<file path="src/rtl/cyc_timer_pkg.sv">
package cyc_timer_pkg;
  localparam int TMR_W_DEF = 8;
  localparam int PRE_W_DEF = 8;
  localparam int SEL_W_DEF = 3;
  localparam int WDT_W_DEF = 8;

  typedef enum logic {
    WDT_ROUTE_RESET = 1'b0,
    WDT_ROUTE_IRQ   = 1'b1
  } wdt_route_e;
endpackage

</file>
<file path="src/rtl/icyc_gen.sv">
module icyc_gen (
  input  logic clk,
  input  logic rst_n,
  input  logic div4,
  output logic cyc_en
);
  logic [1:0] phase_q;

  // strobe position within the 4-phase ring
  function automatic logic strobe_at(input logic [1:0] ph, input logic by4);
    return by4 ? (ph == 2'd3) : ph[0];
  endfunction

  assign cyc_en = strobe_at(phase_q, div4);

  always_ff @(posedge clk or negedge rst_n) begin
    if (!rst_n) phase_q <= 2'd0;
    else        phase_q <= phase_q + 2'd1;
  end

  // two strobes are never adjacent in either setting
  assert_no_back_to_back_R1: assert property (@(posedge clk) disable iff (!rst_n)
    cyc_en |=> !cyc_en);
endmodule

</file>
<file path="src/rtl/tmr_prescaler.sv">
module tmr_prescaler #(
  parameter int PRE_W = 8,
  parameter int SEL_W = 3
) (
  input  logic             clk,
  input  logic             rst_n,
  input  logic             cyc_en,
  input  logic             clr,
  input  logic             pre_en,
  input  logic [SEL_W-1:0] sel,
  output logic             step
);
  logic [PRE_W-1:0] cnt_q;
  logic [PRE_W-1:0] mask;
  logic             pre_hit;

  // low sel+1 bits set: ratio 2^(sel+1)
  function automatic logic [PRE_W-1:0] ratio_mask(input logic [SEL_W-1:0] s);
    logic [PRE_W-1:0] m;
    for (int i = 0; i < PRE_W; i++) m[i] = (i <= int'(s));
    return m;
  endfunction

  assign mask    = ratio_mask(sel);
  assign pre_hit = cyc_en && ((cnt_q & mask) == mask);
  assign step    = pre_en ? pre_hit : cyc_en;

  always_ff @(posedge clk or negedge rst_n) begin
    if (!rst_n)      cnt_q <= '0;
    else if (clr)    cnt_q <= '0;
    else if (cyc_en) cnt_q <= cnt_q + 1'b1;
  end

  // a timer write leaves the prescale count at zero
  assert_clear_on_write_R4: assert property (@(posedge clk) disable iff (!rst_n)
    clr |=> (cnt_q == '0));
  // a prescaled step only happens on an instruction cycle
  assert_step_on_cycle_R3: assert property (@(posedge clk) disable iff (!rst_n)
    step |-> cyc_en);
endmodule

</file>
<file path="src/rtl/tmr_counter.sv">
module tmr_counter #(
  parameter int TMR_W = 8
) (
  input  logic             clk,
  input  logic             rst_n,
  input  logic             step,
  input  logic             wr,
  input  logic [TMR_W-1:0] wdata,
  output logic [TMR_W-1:0] val,
  output logic             ovf_irq
);
  logic [TMR_W-1:0] val_q;
  logic             wrap_evt;

  assign wrap_evt = step && !wr && (&val_q);

  always_ff @(posedge clk or negedge rst_n) begin
    if (!rst_n) begin
      val_q   <= '0;
      ovf_irq <= 1'b0;
    end else begin
      ovf_irq <= wrap_evt;
      if (wr)        val_q <= wdata;
      else if (step) val_q <= val_q + 1'b1;
    end
  end

  assign val = val_q;

  // write data lands on the next clock
  assert_write_loads_R4: assert property (@(posedge clk) disable iff (!rst_n)
    wr |=> (val_q == $past(wdata)));
  // interrupt only with the counter at zero
  assert_irq_at_zero_R5: assert property (@(posedge clk) disable iff (!rst_n)
    ovf_irq |-> (val_q == '0));
  // one clock wide
  assert_irq_single_R5: assert property (@(posedge clk) disable iff (!rst_n)
    ovf_irq |=> !ovf_irq);
endmodule

</file>
<file path="src/rtl/wdt_core.sv">
module wdt_core
  import cyc_timer_pkg::*;
#(
  parameter int WDT_W = 8
) (
  input  logic       clk,
  input  logic       rst_n,
  input  logic       en,
  input  wdt_route_e route,
  input  logic       clr,
  input  logic       tick,
  input  logic       flag_clr,
  output logic       rst_req,
  output logic       irq,
  output logic       timeout
);
  logic [WDT_W-1:0] cnt_q;
  logic             expire;
  logic             hold_zero;

  assign hold_zero = clr || !en;
  assign expire    = !hold_zero && tick && (&cnt_q);

  always_ff @(posedge clk or negedge rst_n) begin
    if (!rst_n) begin
      cnt_q   <= '0;
      rst_req <= 1'b0;
      irq     <= 1'b0;
      timeout <= 1'b0;
    end else begin
      if (hold_zero) cnt_q <= '0;
      else if (tick) cnt_q <= cnt_q + 1'b1;
      rst_req <= expire && (route == WDT_ROUTE_RESET);
      irq     <= expire && (route == WDT_ROUTE_IRQ);
      if (expire)        timeout <= 1'b1;
      else if (flag_clr) timeout <= 1'b0;
    end
  end

  // disabled or cleared watchdog sits at zero
  assert_held_zero_R6: assert property (@(posedge clk) disable iff (!rst_n)
    hold_zero |=> (cnt_q == '0));
  // expiry sets the flag
  assert_expiry_flags_R7: assert property (@(posedge clk) disable iff (!rst_n)
    expire |=> timeout);
  // routes are exclusive
  assert_one_route_R8: assert property (@(posedge clk) disable iff (!rst_n)
    !(rst_req && irq));
  // flag falls only on a clear request
  assert_flag_sticky_R9: assert property (@(posedge clk) disable iff (!rst_n)
    $fell(timeout) |-> $past(flag_clr));
endmodule

</file>
<file path="src/rtl/cyc_timer_wdt.sv">
module cyc_timer_wdt
  import cyc_timer_pkg::*;
#(
  parameter int TMR_W = TMR_W_DEF,
  parameter int PRE_W = PRE_W_DEF,
  parameter int SEL_W = SEL_W_DEF,
  parameter int WDT_W = WDT_W_DEF
) (
  input  logic             clk,
  input  logic             rst_n,
  input  logic             cfg_div4,
  input  logic             cfg_pre_en,
  input  logic [SEL_W-1:0] cfg_pre_sel,
  input  logic             tmr_wr,
  input  logic [TMR_W-1:0] tmr_wdata,
  input  logic             wdt_en,
  input  logic             wdt_mode,
  input  logic             wdt_clr,
  input  logic             wdt_tick,
  input  logic             wdt_flag_clr,
  output logic [TMR_W-1:0] tmr_val,
  output logic             tmr_ovf_irq,
  output logic             wdt_rst_req,
  output logic             wdt_irq,
  output logic             wdt_timeout
);
  logic       cyc_en;
  logic       tmr_step;
  wdt_route_e route;

  assign route = wdt_route_e'(wdt_mode);

  icyc_gen u_cyc (
    .clk    (clk),
    .rst_n  (rst_n),
    .div4   (cfg_div4),
    .cyc_en (cyc_en)
  );

  tmr_prescaler #(.PRE_W(PRE_W), .SEL_W(SEL_W)) u_pre (
    .clk    (clk),
    .rst_n  (rst_n),
    .cyc_en (cyc_en),
    .clr    (tmr_wr),
    .pre_en (cfg_pre_en),
    .sel    (cfg_pre_sel),
    .step   (tmr_step)
  );

  tmr_counter #(.TMR_W(TMR_W)) u_tmr (
    .clk     (clk),
    .rst_n   (rst_n),
    .step    (tmr_step),
    .wr      (tmr_wr),
    .wdata   (tmr_wdata),
    .val     (tmr_val),
    .ovf_irq (tmr_ovf_irq)
  );

  wdt_core #(.WDT_W(WDT_W)) u_wdt (
    .clk      (clk),
    .rst_n    (rst_n),
    .en       (wdt_en),
    .route    (route),
    .clr      (wdt_clr),
    .tick     (wdt_tick),
    .flag_clr (wdt_flag_clr),
    .rst_req  (wdt_rst_req),
    .irq      (wdt_irq),
    .timeout  (wdt_timeout)
  );

  // with the prescaler bypassed the timer moves by at most one per clock
  assert_bypass_step_R2: assert property (@(posedge clk) disable iff (!rst_n)
    (!cfg_pre_en && !tmr_wr && !$past(tmr_wr)) |=>
      ((tmr_val == $past(tmr_val)) || (tmr_val == $past(tmr_val) + 1'b1)));
endmodule

</file>
<file path="config.mk">
export PLATFORM = sky130hd
export DESIGN_NAME = cyc_timer_wdt
export DESIGN_NICKNAME = d
export VERILOG_FILES = /design/src/rtl/cyc_timer_pkg.sv /design/src/rtl/icyc_gen.sv /design/src/rtl/tmr_prescaler.sv /design/src/rtl/tmr_counter.sv /design/src/rtl/wdt_core.sv /design/src/rtl/cyc_timer_wdt.sv
export SDC_FILE = /design/constraint.sdc
export NUM_CORES = 1
export LEC_CHECK = 0
export BUFFER_PORTS_ARGS = -buffer_cell sky130_fd_sc_hd__buf_2
export CAP_MARGIN = 40
export CORE_MARGIN = 1.5
export CORE_UTILIZATION = 57
export CTS_CLUSTER_DIAMETER = 100
export DETAILED_ROUTE_END_ITERATION = 16
export HOLD_SLACK_MARGIN = 0.15
export PLACE_DENSITY = 0.83
export SETUP_SLACK_MARGIN = 0.2
export SLEW_MARGIN = 40
export SYNTH_ARGS = -nofsm -noshare
export SYNTH_HDL_FRONTEND = slang
export SYNTH_SLANG_ARGS = --single-unit
export TNS_END_PERCENT = 1
</file>
<file path="constraint.sdc">
create_clock -name clk -period 2.5 [get_ports clk]
set_input_delay 0.375 -clock clk [delete_from_list [all_inputs] [get_ports clk]]
set_output_delay 0.375 -clock clk [all_outputs]
set_load 0.02 [all_outputs]
</file>
==> results.json <==
{
  "outcome": "finished clean",
  "drive_gt1_frac": 0.249,
  "reg2reg_slack_ns": 0.71,
  "rsz0062_at_grt": "false",
  "max_freq_mhz": 560,
  "dieArea_um2": 3030,
  "netlist_top_cells_area": "dfrtp_1, nor2_1, xor2_1, ha_1, xnor2_1",
  "coreArea_um2": 2520,
  "synth_edf_count": 0,
  "cp-startpoint": "u_pre.cnt_q[0]",
  "critPathKind": "reg2reg",
  "clk_pin_slew_ns": 0.09,
  "clk_root_buffer_cell": "clkbuf_4",
  "synthCells": 153,
  "place_inst": 211,
  "antenna_cells": 0,
  "antenna_found_initial": 0,
  "fin_crit_sh": 0.714,
  "crit_arrival_ns": 2.03,
  "yosysTopAreaCell": "dfrtp_1",
  "vias": 1288,
  "drc": 0,
  "cts_buffers": 5,
  "routabilityCongestion": 0.776,
  "clockBufferDepth": 2,
  "min_path_type": "in2reg",
  "final_net_count": 214,
  "cp_max_fo": 16,
  "viasPerCell": 5.88,
  "grtUsageTotal": 0.225,
  "irDropWorstVdd_v": 0.000460,
  "cp-start-kind": "flop",
  "leakagePower_uw": 0.000836,
  "synth-seq-area-share": 0.485,
  "synth_seq_cells": 30,
  "syn_to_final_growth_pct": 15.0,
  "yosys.area.top_type_share": 0.485,
  "cts_tree": "yes",
  "max_cap_viol_count": 0,
  "port_buffers": 32,
  "ant_nets": 0,
  "worstHoldStart": "wdt_mode",
  "layout_common_cells": "buf_2, dfrtp_1, nor2_1, nand2_1, xor2_1",
  "grt_pass1_vias": 1119,
  "drv_slew": 0,
  "cp.required_ns": 2.74,
  "ys_warn_count": 0,
  "finalNonFillerCells": 219,
  "rows": 18,
  "ys_types": 37,
  "slew_headroom": 0.569,
  "routed_wl_um": 3010,
  "finalClockSkew_ns": 0.00392,
  "syn-num-nets": 178,
  "grt_max_degree": 31,
  "io_pins": 33,
  "finalHoldViolCount": 0,
  "first_pass_iters": 4,
  "tightestPinTransition_ns": 0.646,
  "final_common_cell": "buf_2",
  "start_util": 0.613,
  "fin_ws_ns": 0.714,
  "grt_overflow": 0,
  "worstReg2RegStart": "u_pre.cnt_q[0]",
  "clkSinkCount": 30,
  "finalSetupTns_ns": 0,
  "syn_avg_cell_area_um2": 10.1,
  "setup_viol": 0,
  "htree_levels": 2,
  "grt_pass1_wl_um": 4740,
  "place_hpwl_um": 2200,
  "clkLatencyLatePin_ns": 0.32,
  "postCtsSetupBuffers": 0,
  "dp_slack_ns": 0.612,
  "end_kind": "flop",
  "die_w_um": 55.1,
  "synthArstFlopShare": 1.00,
  "die_y_um": 55.1,
  "drt_first_iter_violations": 19,
  "synth_ff_type": "dfrtp_1",
  "power_density_nw_per_um2": 510,
  "post_drt_wl_per_cell_um": 13.7,
  "syn_area_um2": 1550,
  "finalCriticalPeriod_ns": 1.79
}
-- worst max-delay path: stages (launching register included) --
cell and delay [ns]:
dfrtp_1 0.47, o211ai_1 0.16, o211a_1 0.38, or4_1 0.52, a31oi_1 0.18
-- synthesized netlist by cell type, types with 2 or more instances --
| cell | n |
|---|---|
| nor2_1 | 27 |
| or4_1 | 4 |
| nand3_1 | 4 |
| xor2_1 | 8 |
| inv_1 | 7 |
| o211ai_1 | 3 |
| xnor2_1 | 5 |
| o21ai_0 | 5 |
| nand4_1 | 6 |
| mux2i_1 | 2 |
| ha_1 | 4 |
| nand2b_1 | 2 |
| nand2_1 | 10 |
| clkbuf_1 | 2 |
| or3_1 | 3 |
| a31oi_1 | 6 |
| o31ai_1 | 3 |
| dfrtp_1 | 30 |
| and4_1 | 3 |
| and3_1 | 2 |
-- per-stage QoR --
| stage | hold WS [ns] | area (um^2) | total power (uW) | util |
|---|---|---|---|---|
| 6_report | 0.210 | 1780 | 907 | 0.705 |
| 5_1_grt | 0.195 | 1780 | 950 | 0.705 |
| 3_5_place_dp | 0.440 | 1720 | 654 | 0.682 |
| 4_1_cts | 0.194 | 1780 | 914 | 0.705 |
| 3_3_place_gp | 0.430 | 1720 | 648 | 0.682 |
| 2_1_floorplan | 0.0794 | 1550 | 601 | - |
-- logic make-up (layout without fill, tap and decap cells) --
group           count (synthesis)  after routing  synth area share
compound gates                 24             24             0.123
flops                          30             30             0.485
simple gates                   68             68             0.231
xor+xnor                       13             13            0.0736
buf+inv                        11             47            0.0324
mux                             3              3            0.0227
fa+ha+maj                       4              4            0.0324
-- power by group --
group	switching, uW	total, uW	internal (uW)
Combinational	77.4	127	50.1
Sequential	18.5	518	500
Clock	160	261	101
Total	256	907	651
-- cell type report --
| cell class | instances | area [um^2] |
|---|---|---|
| multi-input cells | 112 | 746 |
| well taps | 30 | 37.5 |
| inverters | 7 | 26.3 |
| clock buffers | 5 | 37.5 |
| clock inverters | 2 | 10.0 |
| repair buffers | 33 | 170 |
| flip-flops and latches | 30 | 751 |
| fillers | 192 | 744 |
-- final timing paths --
kind                       depth (start not counted)                to
max in group asynchronous                          2    u_wdt.cnt_q[1]
min                                                2     u_wdt.rst_req
min in group asynchronous                          2    u_pre.cnt_q[6]
min reg2reg                                        1  u_cyc.phase_q[0]
max                                                4      u_tmr.val[2]
max reg2reg                                        4      u_tmr.val[2]
-- timing repair --
action                                  CTS  global route
hold buffers                              1             0
endpoints found under the setup margin    0             0
hold endpoints to repair                 30             0
gates resized for setup                   0             0
-- state kept, by name, indices dropped and copies added, names as in the netlist --
signal and cells:
u_pre.cnt_q 8, u_tmr.val 8, u_tmr.ovf_irq 1, u_wdt.cnt_q 8, u_wdt.timeout 1, u_wdt.irq 1
u_cyc.phase_q 2, u_wdt.rst_req 1
-- layer usage --
metal  vias to the layer above  GRT usage  part of all wire
met5                         -          0                 0
met4                         0     0.0976             0.018
met3                        12     0.0672             0.065
met2                        56      0.373              0.50
met1                       605      0.270              0.42
li1                        615          -                 -
No activity file was read; power rests on OpenSTA's default activity.
